### config.mk
export PLATFORM = sky130hd
export DESIGN_NAME = gpbus_master
export DESIGN_NICKNAME = d
export VERILOG_FILES = /design/src/rtl/gpbus_pkg.sv /design/src/rtl/gpbus_cfg.sv /design/src/rtl/gpbus_clkgen.sv /design/src/rtl/gpbus_seq.sv /design/src/rtl/gpbus_master.sv
export SDC_FILE = /design/constraint.sdc
export NUM_CORES = 1
export LEC_CHECK = 0
export CAP_MARGIN = 20
export CORE_MARGIN = 2
export CORE_UTILIZATION = 55
export CTS_BUF_LIST = sky130_fd_sc_hd__clkbuf_8
export DETAILED_ROUTE_END_ITERATION = 6
export DONT_BUFFER_PORTS = 1
export HOLD_SLACK_MARGIN = 0.02
export PLACE_DENSITY = 0.74
export SLEW_MARGIN = 25
export SYNTH_ARGS = -nofsm -noshare
export SYNTH_HDL_FRONTEND = slang
export SYNTH_HIERARCHICAL = 1
export SYNTH_SLANG_ARGS = --single-unit
### constraint.sdc
create_clock -name clk -period 3.4 [get_ports clk]
set_input_delay 0.68 -clock clk [delete_from_list [all_inputs] [get_ports clk]]
set_output_delay 0.68 -clock clk [all_outputs]
set_load 0.005 [all_outputs]
### src/rtl/gpbus_pkg.sv
`timescale 1ns/1ps
package gpbus_pkg;
    localparam int DIV_W  = 4;
    localparam int WAIT_W = 8;
    localparam int FRM_W  = 4;
    localparam int ADDR_W = 24;
    localparam int DATA_W = 32;
    localparam logic [1:0] DSZ_32 = 2'd3;

    typedef struct packed {
        logic [DIV_W-1:0]  div;
        logic [WAIT_W-1:0] max_wait;
        logic [FRM_W-1:0]  frm_cnt;
        logic [1:0]        asize;
        logic [1:0]        dsize;
        logic              wr_split;
        logic              rdy_en;
        logic              clk_gate;
        logic              clk_en;
    } cfg_t;

    localparam int CFG_W = $bits(cfg_t);

    typedef enum logic [1:0] {
        ST_IDLE = 2'd0,
        ST_ADDR = 2'd1,
        ST_STRB = 2'd2
    } st_e;

    function automatic logic [DATA_W-1:0] dmask(input logic [1:0] sz);
        case (sz)
            2'd0:    return 32'h0000_00FF;
            2'd1:    return 32'h0000_FFFF;
            2'd2:    return 32'h00FF_FFFF;
            default: return 32'hFFFF_FFFF;
        endcase
    endfunction

    function automatic logic [ADDR_W-1:0] amask(input logic [1:0] sz);
        case (sz)
            2'd0:    return 24'h00_0000;
            2'd1:    return 24'h00_00FF;
            2'd2:    return 24'h00_FFFF;
            default: return 24'hFF_FFFF;
        endcase
    endfunction

    function automatic cfg_t sanitize(input cfg_t c);
        cfg_t r;
        r = c;
        if (r.dsize == DSZ_32) r.clk_en = 1'b0;
        return r;
    endfunction
endpackage

### src/rtl/gpbus_cfg.sv
`timescale 1ns/1ps
module gpbus_cfg
    import gpbus_pkg::*;
(
    input  logic             clk,
    input  logic             rst,
    input  logic [1:0]       mode_sel,
    input  logic             cfg_we,
    input  logic [CFG_W-1:0] cfg_wdata,
    output cfg_t             cfg,
    output logic             cfg_load
);
    logic [1:0] mode_q;
    logic       mode_chg;

    assign mode_chg = (mode_sel != mode_q);
    assign cfg_load = mode_chg | (cfg_we & (mode_sel == 2'd0));

    always_ff @(posedge clk) begin
        if (rst) begin
            cfg    <= '0;
            mode_q <= '0;
        end else begin
            mode_q <= mode_sel;
            if (mode_chg)
                cfg <= '0;
            else if (cfg_we && mode_sel == 2'd0)
                cfg <= sanitize(cfg_t'(cfg_wdata));
        end
    end

    // a mode change wipes the whole configuration
    p_mode_wipe_r2: assert property (@(posedge clk) disable iff (rst)
        mode_chg |=> (cfg == '0));

    // a 32-bit data size never coexists with the clock output
    p_no_clk32_r1: assert property (@(posedge clk) disable iff (rst)
        (cfg.dsize == DSZ_32) |-> !cfg.clk_en);
endmodule

### src/rtl/gpbus_clkgen.sv
`timescale 1ns/1ps
module gpbus_clkgen
    import gpbus_pkg::*;
(
    input  logic             clk,
    input  logic             rst,
    input  logic [DIV_W-1:0] div,
    output logic             half,
    output logic             boundary
);
    logic [DIV_W-1:0] cnt;
    logic             wrap;

    assign wrap     = (cnt >= div);
    assign boundary = half & wrap;

    always_ff @(posedge clk) begin
        if (rst) begin
            cnt  <= '0;
            half <= 1'b0;
        end else if (wrap) begin
            cnt  <= '0;
            half <= ~half;
        end else begin
            cnt <= cnt + DIV_W'(1);
        end
    end

    // a new bus cycle always opens in its low half
    p_cycle_low_r3: assert property (@(posedge clk) disable iff (rst)
        boundary |=> !half);

    // the phase holds until the divider count wraps
    p_phase_hold_r3: assert property (@(posedge clk) disable iff (rst)
        !wrap |=> $stable(half));
endmodule

### src/rtl/gpbus_seq.sv
`timescale 1ns/1ps
module gpbus_seq
    import gpbus_pkg::*;
(
    input  logic              clk,
    input  logic              rst,
    input  cfg_t              cfg,
    input  logic              cfg_load,
    input  logic              mode_ok,
    input  logic              half,
    input  logic              boundary,
    input  logic              req_valid,
    output logic              req_ready,
    input  logic              req_write,
    input  logic [ADDR_W-1:0] req_addr,
    input  logic [DATA_W-1:0] req_wdata,
    output logic              rsp_valid,
    output logic              rsp_err,
    output logic [DATA_W-1:0] rsp_rdata,
    output logic              bus_clk_o,
    output logic              bus_frame_o,
    output logic              bus_rd_o,
    output logic              bus_wr_o,
    output logic [ADDR_W-1:0] bus_addr_o,
    output logic [DATA_W-1:0] bus_data_o,
    output logic              bus_data_oe,
    input  logic [DATA_W-1:0] bus_data_i,
    input  logic              bus_rdy_i
);
    st_e               st;
    logic              is_wr, split_q, first_q;
    logic [ADDR_W-1:0] addr_q;
    logic [DATA_W-1:0] wdata_q;
    logic [WAIT_W-1:0] waits;
    logic [FRM_W-1:0]  frm_idx;
    logic              busy, stall, done, clk_free;

    assign busy      = (st != ST_IDLE);
    assign req_ready = (st == ST_IDLE) && mode_ok && boundary;
    assign stall     = cfg.rdy_en & ~bus_rdy_i;
    assign done      = (st == ST_STRB) && boundary && (!stall || waits == cfg.max_wait);
    assign clk_free  = !cfg.clk_gate || (cfg.div == '0);

    always_comb begin
        bus_clk_o   = cfg.clk_en && (clk_free || busy) && half;
        bus_frame_o = busy && first_q;
        bus_wr_o    = (st == ST_STRB) && is_wr;
        bus_rd_o    = (st == ST_STRB) && !is_wr;
        bus_data_oe = bus_wr_o;
        bus_data_o  = bus_wr_o ? wdata_q : '0;
        bus_addr_o  = ((st == ST_ADDR) || (bus_wr_o && !split_q)) ? addr_q : '0;
    end

    always_ff @(posedge clk) begin
        if (rst) begin
            st        <= ST_IDLE;
            is_wr     <= 1'b0;
            split_q   <= 1'b0;
            first_q   <= 1'b0;
            addr_q    <= '0;
            wdata_q   <= '0;
            waits     <= '0;
            frm_idx   <= '0;
            rsp_valid <= 1'b0;
            rsp_err   <= 1'b0;
            rsp_rdata <= '0;
        end else begin
            rsp_valid <= 1'b0;
            case (st)
                ST_IDLE: begin
                    if (req_valid && req_ready) begin
                        is_wr   <= req_write;
                        split_q <= cfg.wr_split;
                        first_q <= (frm_idx == '0);
                        addr_q  <= req_addr & amask(cfg.asize);
                        wdata_q <= req_wdata & dmask(cfg.dsize);
                        waits   <= '0;
                        st      <= (req_write && !cfg.wr_split) ? ST_STRB : ST_ADDR;
                    end
                end
                ST_ADDR: begin
                    if (boundary) st <= ST_STRB;
                end
                ST_STRB: begin
                    if (done) begin
                        st        <= ST_IDLE;
                        rsp_valid <= 1'b1;
                        rsp_err   <= stall;
                        rsp_rdata <= (!is_wr && !stall) ? (bus_data_i & dmask(cfg.dsize)) : '0;
                        frm_idx   <= (frm_idx >= cfg.frm_cnt) ? '0 : frm_idx + FRM_W'(1);
                    end else if (boundary) begin
                        waits <= waits + WAIT_W'(1);
                    end
                end
                default: st <= ST_IDLE;
            endcase
            if (cfg_load) frm_idx <= '0;
        end
    end

    // read and write strobes are exclusive
    p_strobe_excl_r6: assert property (@(posedge clk) disable iff (rst)
        !(bus_rd_o && bus_wr_o));

    // a response is a single-clock pulse
    p_rsp_single_r7: assert property (@(posedge clk) disable iff (rst)
        rsp_valid |=> !rsp_valid);

    // an error response only follows a strobe phase
    p_err_after_strb_r9: assert property (@(posedge clk) disable iff (rst)
        (rsp_valid && rsp_err) |-> $past(st == ST_STRB));

    // the frame marker belongs to the first transaction of a frame
    p_frame_first_r12: assert property (@(posedge clk) disable iff (rst)
        bus_frame_o |-> (frm_idx == '0));

    // no request is offered while a strobe is active
    p_ready_idle_r13: assert property (@(posedge clk) disable iff (rst)
        req_ready |-> (!bus_rd_o && !bus_wr_o));
endmodule

### src/rtl/gpbus_master.sv
`timescale 1ns/1ps
module gpbus_master
    import gpbus_pkg::*;
(
    input  logic              clk,
    input  logic              rst,
    input  logic [1:0]        mode_sel,
    input  logic              cfg_we,
    input  logic [CFG_W-1:0]  cfg_wdata,
    input  logic              req_valid,
    output logic              req_ready,
    input  logic              req_write,
    input  logic [ADDR_W-1:0] req_addr,
    input  logic [DATA_W-1:0] req_wdata,
    output logic              rsp_valid,
    output logic              rsp_err,
    output logic [DATA_W-1:0] rsp_rdata,
    output logic              bus_clk_o,
    output logic              bus_frame_o,
    output logic              bus_rd_o,
    output logic              bus_wr_o,
    output logic [ADDR_W-1:0] bus_addr_o,
    output logic [DATA_W-1:0] bus_data_o,
    output logic              bus_data_oe,
    input  logic [DATA_W-1:0] bus_data_i,
    input  logic              bus_rdy_i
);
    cfg_t cfg;
    logic cfg_load, half, boundary, mode_ok;

    assign mode_ok = (mode_sel == 2'd0);

    gpbus_cfg u_cfg (
        .clk(clk), .rst(rst), .mode_sel(mode_sel), .cfg_we(cfg_we),
        .cfg_wdata(cfg_wdata), .cfg(cfg), .cfg_load(cfg_load)
    );

    gpbus_clkgen u_clkgen (
        .clk(clk), .rst(rst), .div(cfg.div), .half(half), .boundary(boundary)
    );

    gpbus_seq u_seq (
        .clk(clk), .rst(rst), .cfg(cfg), .cfg_load(cfg_load), .mode_ok(mode_ok),
        .half(half), .boundary(boundary),
        .req_valid(req_valid), .req_ready(req_ready), .req_write(req_write),
        .req_addr(req_addr), .req_wdata(req_wdata),
        .rsp_valid(rsp_valid), .rsp_err(rsp_err), .rsp_rdata(rsp_rdata),
        .bus_clk_o(bus_clk_o), .bus_frame_o(bus_frame_o), .bus_rd_o(bus_rd_o),
        .bus_wr_o(bus_wr_o), .bus_addr_o(bus_addr_o), .bus_data_o(bus_data_o),
        .bus_data_oe(bus_data_oe), .bus_data_i(bus_data_i), .bus_rdy_i(bus_rdy_i)
    );
endmodule

# Yosys cells after proc, flatten, opt, wreduce, memory -nomap -nowiden

Index checks and enable logic that the tools add are counted.

Output and inout bits: 96
Bits of input ports: 120
Flip-flop bits (word level): 138

Magnitude comparators: 2
Multiplexer cells: 26
$add $sub $neg: 3
Bitwise logic cells: 10
Reduce and logical (&&, ||, !) cells: 39
Eq/ne operators: 14

Operator list:

| cell                                                                     | count |
|---|---|
| 32-bit 2-to-1 mux                                                        | 8 |
| 24-bit 2-to-1 mux                                                        | 4 |
| 32-bit case mux with 3 select lines                                      | 1 |
| 24-bit case mux with 3 select lines                                      | 1 |
| 32-bit bitwise AND                                                       | 2 |
| 24-bit bitwise AND                                                       | 1 |
| 8-bit 2-to-1 mux                                                         | 3 |
| 8-bit case mux with 2 select lines                                       | 1 |
| 1-bit logical AND                                                        | 14 |
| 4-bit by 1-bit adder with 4-bit output (second input constant)           | 2 |
| 8-bit by 1-bit adder with 8-bit output (second input constant)           | 1 |
| 2-bit equality test (second input constant)                              | 4 |
| 8-bit equality test                                                      | 1 |
| 4-bit >= comparator                                                      | 2 |
| 2-bit zero test                                                          | 4 |
| 4-bit zero test                                                          | 2 |
| 2-bit 2-to-1 mux                                                         | 4 |
| 2-bit OR reduction                                                       | 4 |
| 2-bit by 1-bit equality test with 1-bit output (second input constant)   | 3 |
| 2-bit by 1-bit inequality test with 1-bit output (second input constant) | 3 |
| 2-bit case mux with 3 select lines                                       | 1 |
| 1-bit zero test                                                          | 5 |
| 1-bit logical OR                                                         | 4 |
| 4-bit 2-to-1 mux                                                         | 1 |
| other kinds (10)                                                         | 18 |

# Logic depth before layout (Yosys ltp)

Gate-level depths: netlist (run 1).

Depth after elaboration: 10
Mapped depth: 13
Gate-level depth less buffers: 10

# Modules after synthesis

Netlist (run 1), hierarchy kept.

By module, submodules not included:

| module       | area each (µm²) | sequential area each (µm²) | cells an instance | instances |
|---|---|---|---|---|
| gpbus_seq    | 4650.7          | 2142.1                     | 561               | 1 |
| gpbus_cfg    | 955.9           | 520.5                      | 117               | 1 |
| gpbus_clkgen | 326.6           | 100.1                      | 32                | 1 |
| gpbus_master | 3.8             | 0.0                        | 1                 | 1 |

# Worst setup path before layout (run 1)

No wires, ideal clock.

Path type: register to register
Start: register u_clkgen.cnt[0]
End: register u_seq.waits[3]
Setup slack: 864 ps
Data arrival time: 2450 ps
Stages on the path, launching flop included: 12
Buffers on the path: 1
Required time: 3314 ps
Path through: dfxtp_1 -> inv_1 -> ha_1 -> nand2b_4 -> a2111oi_4 -> nor3b_2 -> and3b_1 -> buf_2 -> nand2_2 -> o31ai_4 -> or4_1 -> a211oi_1

Cells in the longest elaborated chain, start to end: 6
Elaborated cells between the ends (all ways): 10

Ends and longest elaborated chain:

| what                                        | line                             | RTL |
|---|---|---|
| from (decl)                                 | gpbus_clkgen.sv:11               | `logic [DIV_W-1:0] cnt;` |
| from (signal assigned)                      | gpbus_clkgen.sv:25               | `cnt <= cnt + DIV_W'(1);` |
| 4-bit >= comparator (*)                     | gpbus_clkgen.sv:14               | `assign wrap = (cnt >= div);` |
| 1-bit bitwise AND (*)                       | gpbus_clkgen.sv:15               | `assign boundary = half & wrap;` |
| named net boundary                          | gpbus_master.sv:29               | `logic cfg_load, half, boundary, mode_ok;` |
| 1-bit logical AND, on equally long branches | gpbus_seq.sv:41, gpbus_seq.sv:39 |  |
| 1-bit logical AND, on equally long branches | gpbus_seq.sv:41, gpbus_seq.sv:71 |  |
| 2-bit inequality test (no line)             | -                                |  |
| 4-bit AND reduction (no line) (*)           | -                                |  |
| to (signal assigned)                        | gpbus_seq.sv:92                  | `waits <= waits + WAIT_W'(1);` |
| to (decl)                                   | gpbus_seq.sv:34                  | `logic [WAIT_W-1:0] waits;` |

Mark *: on every way through the listed nets, which the timed path passes. The rest lies on a longest branch.
A chain may end at the register's enable or synchronous reset.

# Worst setup path after layout (run 1)

Start: register u_clkgen.cnt[2]
End: register u_seq.waits[2]

The elaborated chain is that of the path after synthesis.

==> results of run 1 <==
==> worst max path at each step <==
| stage | slack, ns | from | end |
|---|---|---|---|
| after floorplan | 0.86 | u_clkgen/cnt[0]$_SDFF_PP0_ | u_seq/waits[3]$_SDFFE_PP0P_ |
| after detailed placement | 0.56 | u_clkgen/cnt[2]$_SDFF_PP0_ | u_seq/waits[2]$_SDFFE_PP0P_ |
| after CTS | 0.54 | u_clkgen/cnt[2]$_SDFF_PP0_ | u_seq/waits[2]$_SDFFE_PP0P_ |
| after global placement | 0.66 | u_clkgen/cnt[2]$_SDFF_PP0_ | u_seq/waits[2]$_SDFFE_PP0P_ |
| after global routing | 0.32 | u_clkgen/cnt[2]$_SDFF_PP0_ | u_seq/waits[2]$_SDFFE_PP0P_ |
| final | 0.51 | u_clkgen/cnt[2]$_SDFF_PP0_ | u_seq/waits[2]$_SDFFE_PP0P_ |
==> state kept, by name (all words and copies together), names as in the netlist, 4 cells and up <==
name,count
u_cfg/cfg,24
u_clkgen/cnt,4
u_seq/addr_q,24
u_seq/frm_idx,4
u_seq/rsp_rdata,32
u_seq/waits,8
u_seq/wdata_q,32
==> synthesized netlist by cell type, types with 3 or more instances <==
| cell | number |
|---|---|
| nor2_1 | 15 |
| a22o_1 | 24 |
| and4_1 | 3 |
| nand2_1 | 134 |
| buf_2 | 11 |
| buf_1 | 6 |
| nor3_1 | 9 |
| nand2b_1 | 5 |
| dfxtp_1 | 138 |
| nand4_1 | 12 |
| ha_1 | 12 |
| inv_1 | 13 |
| nand3b_1 | 3 |
| clkbuf_1 | 32 |
| and2_1 | 58 |
| nand3_1 | 59 |
| nor2b_1 | 5 |
| and3_1 | 5 |
| xnor2_1 | 11 |
| or4_1 | 5 |
| buf_4 | 3 |
| a21oi_1 | 89 |
| o21ai_0 | 16 |
| o31ai_1 | 4 |
==> layout by cell type (no fill, tap or decap), drive strengths merged, types with 2 or more instances in the layout <==
master / n
nor3: 10
nor3b: 2
nor2b: 5
nand4: 12
a31oi: 2
xnor2: 11
and2: 58
o31ai: 5
ha: 12
o31a: 2
nand3b: 3
nand2: 135
and4: 3
or4: 5
or2: 2
o311ai: 2
bufinv: 5
a22o: 24
nor2: 17
inv: 15
clkbuf: 20
nand2b: 6
dfxtp: 138
nand3: 59
a21oi: 89
buf: 10
a211oi: 2
a2111oi: 2
and3: 5
clkinv: 4
o21ai: 17
o32a: 2
==> kinds of logic after synthesis <==
logic type      Yosys count
simple gates            328
compound gates          154
flops                   138
buf+inv                  67
xor+xnor                 12
fa+ha+maj                12
==> where the power goes <==
group,internal (W),switching (W)
combinational,0.0000251,0.0000570
sequential,0.00162,0.00000761
clock,0.000930,0.000606
==> routing by layer <==
layer  share of wire  global-route usage  vias to the layer above
li1                -                   -                     2398
met1            0.40              0.2774                     2356
met2            0.51              0.4290                      209
met3           0.071             0.06174                       18
met4           0.017             0.09432                        0
met5               0                   0                        -
==> per-stage QoR <==
step,cells,worst slack (ns),util,hold WS [ns],total power (W)
6_report,835,0.5065,0.6161,0.3269,0.003250
3_5_place_dp,803,0.5564,0.5711,0.4323,0.001751
3_3_place_gp,803,0.6562,0.5711,0.4266,0.001747
5_1_grt,835,0.3160,0.6161,0.2888,0.003373
2_1_floorplan,711,0.8643,-,0.4273,0.001746
4_1_cts,835,0.5406,0.6161,0.2946,0.003287
==> cell type report <==
class / count / share of cell area
tap: 136 / 0.02652
inverter: 13 / 0.007604
multi-input combinational: 506 / 0.4506
clock buffer: 20 / 0.04289
timing repair buffer: 10 / 0.01170
sequential: 138 / 0.4305
clock inverter: 12 / 0.03022
==> metrics.txt, run 1 <==
flops & latches, synth=138; Hold EP=u_cfg/mode_q[0]$_SDFF_PP0_; gr usage total=0.2419; TritonRoute pass-1 iters=6; Critical Path Start Type=register; # port buffers=0; DR iter-0 viols=402; Antenna Violating Nets Remaining=0; Max-slew headroom=0.4027; Cells after Synth=711; Netlist cell types=55; CTS Buf Count=17; worst-path maximum fanout=21; Crit. End Element=register; Ant. Diodes=0; htree depth=4; Core ar.=10,420 sq um; clock skew=0.01080 ns; Register-to-Register Setup Slack=0.51 ns; share of synthesized registers carrying an async set or reset=0; Pleak=2.199 nW; final RePlAce weighted congestion=0.8270; CTS tree=done; largest area contributor in the netlist=dfxtp_1; ys flop type=dfxtp_1; mux cell area share after synthesis=0; initial antenna violation count=0; die width=107.9 microns; Congestion Overflow GR=0; # rows=37; clock root cell=clkbuf_8; Synth area leaders=dfxtp_1 47%, nand2_1 8.5%, a21oi_1 7.5%, and2_1 6.1%, nand3_1 5.0%; worst min-delay path category=in2reg; final setup violation count=0; Clock Path Buffers=2; DR DRC count=0; Post-synth EDFFs=0; Post-CTS Repair Setup Buffers=0; flip-flop and latch area=2763 sq um; max incr delay on CP=0.56 ns; Req. time, crit path=3.72 ns; total negative slack=0 ns; Worst R2R Start=u_clkgen/cnt[2]$_SDFF_PP0_; PD cells=506.4 nW/um^2; WP buf/inv=1; min-delay src=rst; syn nets=843; fraction of layout cells with a size suffix above 1=0.08011; Netlist Area Pre-Place=5937 sq um; Crit path max-delay family=compound AO/OA/AOI/OAI gates; hold_buf cts=0; CTS Sinks=138; clk_lat worst skew=0.42 ns; Synth Area in Adders=0.02529; Compound-Gate Fraction of Synth Area=0.1646; Max Cap Violations=0; Layout fillers=937; RSZ-0062 raised after global routing=no; worst-margin pin slew=0.8933 ns; Layout Area Growth over Synthesis=8.093%; post-CTS sizing=0; area of the multi-input gates=2892 sq um; num ports=216; drt via density=5.965; xor-xnor portion of the synthesized cell area=0.01770; sequential share of the synthesized area=0.4653; Max Clock Freq=0.3456 GHz; Fin. Hold Viols=0; CP Depth=9; Crit Path Category=reg2reg; area share of the largest cell type after synthesis=0.4653; Worst Hold Depth=1; Crit-path slowest cell=o31ai_4; Post-Synth Simple-Gate Area=0.2780; Worst Reg-to-Reg Cells=9; final instance area=6417 sq um; die height=107.9 microns; status=complete, no violations; Reg2Reg Capture Point=u_seq/waits[2]$_SDFFE_PP0P_; syn avg cell area=8.350 sq um; hpwl dp=10,270 microns; crit path time final=2.894 ns; Final nets=818; vias in the first global route=4,664; vias post-DR=4,981; die footprint=11,640 sq um; post-place instance area=5948 sq um; Peak VDD IR=0.0002290 V; Worst-path clk slew=0.07 ns; Critical Path AT=3.21 ns; share of the clock period used by the worst path=0.8510; yosys synthesis warning count=6; main combinational cell family by area after synthesis=simple AND/OR/NAND/NOR gates; largest net degree at the start of global routing=84; Total Wirelength=14,480 microns; Final Max Tran Viols=0; Initial Util=0.5700; worst path cell trace=ha_1, o21ai_1, nor2b_1, nor3b_2, nand3b_1, o31ai_4, buf_4, nor2_1, a32o_1; first-pass GRT wire length=22,190 microns; Routed WL per cell=17.34 microns
Power figures use the tool's default switching activity.
==> inputs of run 2 (changes only) <==
Settings changed: CORE_ASPECT_RATIO set to 0.9.
==> metrics.txt, run 2 (synthesized netlist as in run 1, its figures left out) <==
total negative slack=0 ns (unchanged); # port buffers=0 (unchanged); Antenna Violating Nets Remaining=0 (unchanged); Post-CTS Repair Setup Buffers=0 (unchanged); gr usage total=0.2335 (was 0.2419); worst path cell trace=ha_1, o21ai_1, nor2b_1, nor3b_2, nand3b_1, o31ai_4, buf_6, nor2_1, buf_4, a22o_1 (was ha_1, o21ai_1, nor2b_1, nor3b_2, nand3b_1, o31ai_4, buf_4, nor2_1, a32o_1); vias in the first global route=4,429 (was 4,664); Req. time, crit path=3.72 ns (about the same); Max Cap Violations=0 (unchanged); Max-slew headroom=0.3701 (was 0.4027); status=complete, no violations (unchanged); total power=0.003111 W (was 0.003250 W); htree depth=4 (unchanged); fraction of layout cells with a size suffix above 1=0.07582 (was 0.08011); leading cell type in the layout, fill and taps excluded=dfxtp_1 (unchanged); vias post-DR=4,869 (was 4,981); most frequent cells in the layout=138 x dfxtp_1, 133 x nand2_1, 89 x a21oi_1 (unchanged); Worst Hold Depth=1 (unchanged); largest net degree at the start of global routing=84 (unchanged); Switching Share=0.2165 (was 0.2063); share of the clock period used by the worst path=0.8767 (was 0.8510); flip-flop and latch area=2763 sq um (unchanged); DR iter-0 viols=323 (was 402); PD cells=488.9 nW/um^2 (was 506.4 nW/um^2); die width=113.5 microns (was 107.9 microns); Crit path max-delay family=compound AO/OA/AOI/OAI gates (unchanged); Crit. End Element=register (unchanged); net switching power=0.0006736 W (was 0.0006706 W); WP buf/inv=2 (was 1); TritonRoute pass-1 iters=5 (was 6); hold_buf cts=0 (unchanged); min-delay src=rst (unchanged); worst-margin pin slew=0.9420 ns (was 0.8933 ns); Worst Reg-to-Reg Cells=10 (was 9); Final Max Tran Viols=0 (unchanged); Register-to-Register Setup Slack=0.42 ns (was 0.51 ns); num ports=216 (unchanged); Total Wirelength=14,120 microns (was 14,480 microns); clk_lat worst skew=0.44 ns (was 0.42 ns); Congestion Overflow GR=0 (unchanged); DR DRC count=0 (unchanged); initial antenna violation count=0 (unchanged); drt via density=5.880 (was 5.965); Ant. Diodes=0 (unchanged); Peak VDD IR=0.0002838 V (was 0.0002290 V); crit path time final=2.981 ns (was 2.894 ns); Top Registers=u_seq/rsp_rdata (32), u_seq/wdata_q (32) (unchanged); Layout Area Growth over Synthesis=7.186% (was 8.093%); RSZ-0062 raised after global routing=no (unchanged); first-pass GRT wire length=21,470 microns (was 22,190 microns); clock root cell=clkbuf_8 (unchanged); Crit Path Category=reg2reg (unchanged); # rows=35 (was 37); worst min-delay path category=in2reg (unchanged); area of the multi-input gates=2892 sq um (unchanged); Fin. Hold Viols=0 (unchanged); Clock power frac=0.449 (was 0.473); final setup violation count=0 (unchanged); Critical Path Start Type=register (unchanged); CTS Buf Count=17 (unchanged); Final nets=818 (unchanged); Initial Util=0.5720 (was 0.5700); final RePlAce weighted congestion=0.8969 (was 0.8270); post-CTS sizing=0 (unchanged); Worst-path clk slew=0.07 ns (about the same); worst-path maximum fanout=24 (was 21); Crit-path slowest cell=o31ai_4 (unchanged); Clock Path Buffers=2 (unchanged); CTS tree=done (unchanged); internal power=0.002438 W (was 0.002579 W); Worst R2R Start=u_clkgen/cnt[2]$_SDFF_PP0_ (unchanged); Hold EP=u_cfg/mode_q[0]$_SDFF_PP0_ (unchanged); CTS Sinks=138 (unchanged); max incr delay on CP=0.55 ns (was 0.56 ns); Max Clock Freq=0.3355 GHz (was 0.3456 GHz); Core ar.=10,380 sq um (was 10,420 sq um); Routed WL per cell=17.05 microns (was 17.34 microns); Sequential Power Share=0.525 (was 0.502); Critical Path AT=3.30 ns (was 3.21 ns); die height=102.6 microns (was 107.9 microns); Logic pwr share=0.026 (was 0.025); Layout fillers=935 (was 937); die footprint=11,640 sq um (about the same); Pleak=2.180 nW (was 2.199 nW); clock skew=0.01416 ns (was 0.01080 ns); hpwl dp=10,040 microns (was 10,270 microns); Reg2Reg Capture Point=u_seq/rsp_rdata[13]$_SDFFE_PP0P_ (was u_seq/waits[2]$_SDFFE_PP0P_)
==> run 2: cell count changes in the layout (fill, tap and decap cells not counted), sizes merged <==
cell      delta
bufinv       -1
clkbuf       -3
clkinv       +1
clkinvlp     +1
inv          +2
==> run 2: cell type report <==
| cell class | instances | area share |
|---|---|---|
| Sequential cell | 138 | 0.4341 |
| Clock inverter | 15 | 0.02930 |
| Multi-Input combinational cell | 506 | 0.4544 |
| Timing Repair Buffer | 10 | 0.01239 |
| Inverter | 13 | 0.007668 |
| Tap cell | 129 | 0.02536 |
| Clock buffer | 17 | 0.03677 |
==> run 2: per-stage QoR <==
step	area [sq um]	hold slack, ns	setup WS [ns]	instances	util
2_1_floorplan	5937	0.4273	0.8643	711	-
3_3_place_gp	5932	0.4274	0.3468	795	0.5715
3_5_place_dp	5932	0.4335	0.1980	795	0.5715
4_1_cts	6352	0.2911	0.1883	827	0.6121
5_1_grt	6364	0.2909	0.1731	828	0.6131
6_report	6364	0.3135	0.4191	828	0.6131
==> run 2: layer usage <==
metal  track usage  part of all wire
met1        0.2811              0.41
met2        0.4058              0.50
met3       0.05703             0.078
met4       0.09662             0.020
met5             0                 0
==> run 2: worst max path at each step <==
stage	startpoint	endpoint	slack (ns)	depth (start not counted)
floorplan	u_clkgen/cnt[0]$_SDFF_PP0_	u_seq/waits[3]$_SDFFE_PP0P_	0.86	11
global placement	u_clkgen/cnt[2]$_SDFF_PP0_	u_seq/rsp_rdata[13]$_SDFFE_PP0P_	0.35	9
detailed placement	u_clkgen/cnt[2]$_SDFF_PP0_	u_seq/rsp_rdata[15]$_SDFFE_PP0P_	0.20	9
CTS	u_clkgen/cnt[2]$_SDFF_PP0_	u_seq/rsp_rdata[15]$_SDFFE_PP0P_	0.19	9
global route	u_clkgen/cnt[2]$_SDFF_PP0_	u_seq/rsp_rdata[13]$_SDFFE_PP0P_	0.17	10
finish	u_clkgen/cnt[2]$_SDFF_PP0_	u_seq/rsp_rdata[13]$_SDFFE_PP0P_	0.42	10
==> run 2: power groups by stage <==
stage	Combinational [W]	Sequential (W)	Clock, W
2_1_floorplan	0.0000798	0.00167	0
3_3_place_gp	0.0000783	0.00167	0
3_5_place_dp	0.0000811	0.00167	0
4_1_cts	0.0000813	0.00163	0.00142
5_1_grt	0.0000913	0.00163	0.00149
6_report	0.0000821	0.00163	0.00140
==> run 2: worst reg2reg max path: stages (launching register included) <==
cell	delay, ns
dfxtp_1	0.39
ha_1	0.27
o21ai_1	0.13
nor2b_1	0.17
nor3b_2	0.35
nand3b_1	0.25
o31ai_4	0.55
buf_6	0.25
nor2_1	0.06
buf_4	0.20
a22o_1	0.26
==> inputs of run 3 (changes only) <==
Settings changed: CORE_UTILIZATION 55 to 35, PLACE_DENSITY 0.74 to 0.53.
==> metrics.txt, run 3 (synthesized netlist as in run 1, its figures left out) <==
status=complete, no violations (unchanged); Fin. Hold Viols=0 (unchanged); Max Clock Freq=0.3449 GHz (was 0.3355 GHz); Post-CTS Repair Setup Buffers=0 (unchanged); die footprint=18,020 sq um (was 11,640 sq um); Max-slew headroom=0.3452 (was 0.3701); Layout Area Growth over Synthesis=8.156% (was 7.186%); Critical Path AT=3.27 ns (was 3.30 ns); vias in the first global route=4,615 (was 4,429); PD cells=464.8 nW/um^2 (was 488.9 nW/um^2); leading cell type in the layout, fill and taps excluded=dfxtp_1 (unchanged); Req. time, crit path=3.77 ns (was 3.72 ns); total negative slack=0 ns (unchanged); clock skew=0.01530 ns (was 0.01416 ns); Critical Path Start Type=register (unchanged); num ports=216 (unchanged); hold_buf cts=0 (unchanged); crit path time final=2.899 ns (was 2.981 ns); post-place instance area=6045 sq um (was 5932 sq um); TritonRoute pass-1 iters=5 (unchanged); final instance area=6421 sq um (was 6364 sq um); vias post-DR=4,879 (was 4,869); Peak VDD IR=0.0002571 V (was 0.0002838 V); die height=127.6 microns (was 102.6 microns); Pleak=2.139 nW (was 2.180 nW); DR DRC count=0 (unchanged); hpwl dp=11,120 microns (was 10,040 microns); # rows=45 (was 35); fraction of layout cells with a size suffix above 1=0.08309 (was 0.07582); Congestion Overflow GR=0 (unchanged); Total Wirelength=15,740 microns (was 14,120 microns); most frequent cells in the layout=138 x dfxtp_1, 133 x nand2_1, 89 x a21oi_1 (unchanged); Clock Path Buffers=2 (unchanged); Final Max Tran Viols=0 (unchanged); clk_lat worst skew=0.44 ns (about the same); CTS Sinks=138 (unchanged); Worst-path clk slew=0.08 ns (was 0.07 ns); share of the clock period used by the worst path=0.8526 (was 0.8767); die width=141.3 microns (was 113.5 microns); DR iter-0 viols=310 (was 323); # port buffers=0 (unchanged); worst min-delay path category=in2reg (unchanged); gr usage total=0.1691 (was 0.2335); Core ar.=16,720 sq um (was 10,380 sq um); final RePlAce weighted congestion=0.8489 (was 0.8969); Ant. Diodes=0 (unchanged); worst-path maximum fanout=25 (was 24); CTS tree=done (unchanged); Min Hold Slack=0.3122 ns (was 0.3135 ns); post-CTS sizing=0 (unchanged); CTS Buf Count=17 (unchanged); drt via density=5.367 (was 5.880); Crit Path Category=reg2reg (unchanged); largest net degree at the start of global routing=84 (unchanged); Antenna Violating Nets Remaining=0 (unchanged); Routed WL per cell=17.32 microns (was 17.05 microns); worst-margin pin slew=0.9793 ns (was 0.9420 ns); RSZ-0062 raised after global routing=no (unchanged); initial antenna violation count=0 (unchanged); Initial Util=0.3550 (was 0.5720); Top Registers=u_seq/rsp_rdata (32), u_seq/wdata_q (32) (unchanged); Final nets=818 (unchanged); htree depth=4 (unchanged); Max Cap Violations=0 (unchanged); Crit. End Element=register (unchanged); clock root cell=clkbuf_8 (unchanged); final setup violation count=0 (unchanged); first-pass GRT wire length=24,030 microns (was 21,470 microns)
## run 3: final cells by class
| type | instances | area (sq um) |
|---|---|---|
| fillers | 1716 | 10300 |
| multi-input cells | 506 | 2899 |
| flip-flops and latches | 138 | 2763 |
| clock buffers | 20 | 275.3 |
| well taps | 211 | 264.0 |
| clock inverters | 11 | 96.34 |
| repair buffers | 10 | 75.07 |
| inverters | 13 | 48.80 |
## run 3: through the flow
stage | setup WS [ns] | util | power [W] | std cells
global route | 0.3486 | 0.3840 | 0.003115 | 909
CTS | 0.5235 | 0.3837 | 0.003028 | 909
finish | 0.5010 | 0.3840 | 0.002984 | 909
global placement | 0.6395 | 0.3615 | 0.001753 | 878
detailed placement | 0.5400 | 0.3615 | 0.001755 | 878
floorplan | 0.8643 | - | 0.001746 | 711
## run 3: power by group
group | internal, W | switching (W) | total [W] | leakage [nW]
logic | 0.0000263 | 0.0000588 | 0.0000851 | 0.848
registers | 0.00162 | 0.00000780 | 0.00163 | 1.11
clock network | 0.000629 | 0.000639 | 0.00127 | 0.179
## run 3: worst paths after layout
| kind | slack (ns) | depth (start not counted) | from | to |
|---|---|---|---|---|
| setup / recovery | 0.50 | 12 | u_clkgen/cnt[0]$_SDFF_PP0_ | u_seq/waits[1]$_SDFFE_PP0P_ |
| hold / removal | 0.31 | 1 | rst | u_cfg/mode_q[1]$_SDFF_PP0_ |
| setup reg to reg | 0.50 | 12 | u_clkgen/cnt[0]$_SDFF_PP0_ | u_seq/waits[1]$_SDFFE_PP0P_ |
| hold reg to reg | 0.44 | 2 | u_seq/wdata_q[9]$_SDFFE_PP0P_ | u_seq/wdata_q[9]$_SDFFE_PP0P_ |
## run 3: critical path: stages, from the launching register on
cell       delay [ns]
dfxtp_1          0.36
inv_1            0.07
ha_1             0.28
nand2b_4         0.16
a2111oi_4        0.40
nor3b_2          0.08
buf_4            0.16
and3b_1          0.27
nand2_2          0.15
o31ai_4          0.13
buf_4            0.23
or4_1            0.41
a21oi_1          0.14
## run 3: metal layers
layer	vias to the layer above	routed length [microns]	GRT usage
li1	2401	-	-
met1	2304	6803	0.2063
met2	162	7845	0.2858
met3	12	947	0.05810
met4	0	144	0.04529
met5	-	0	0
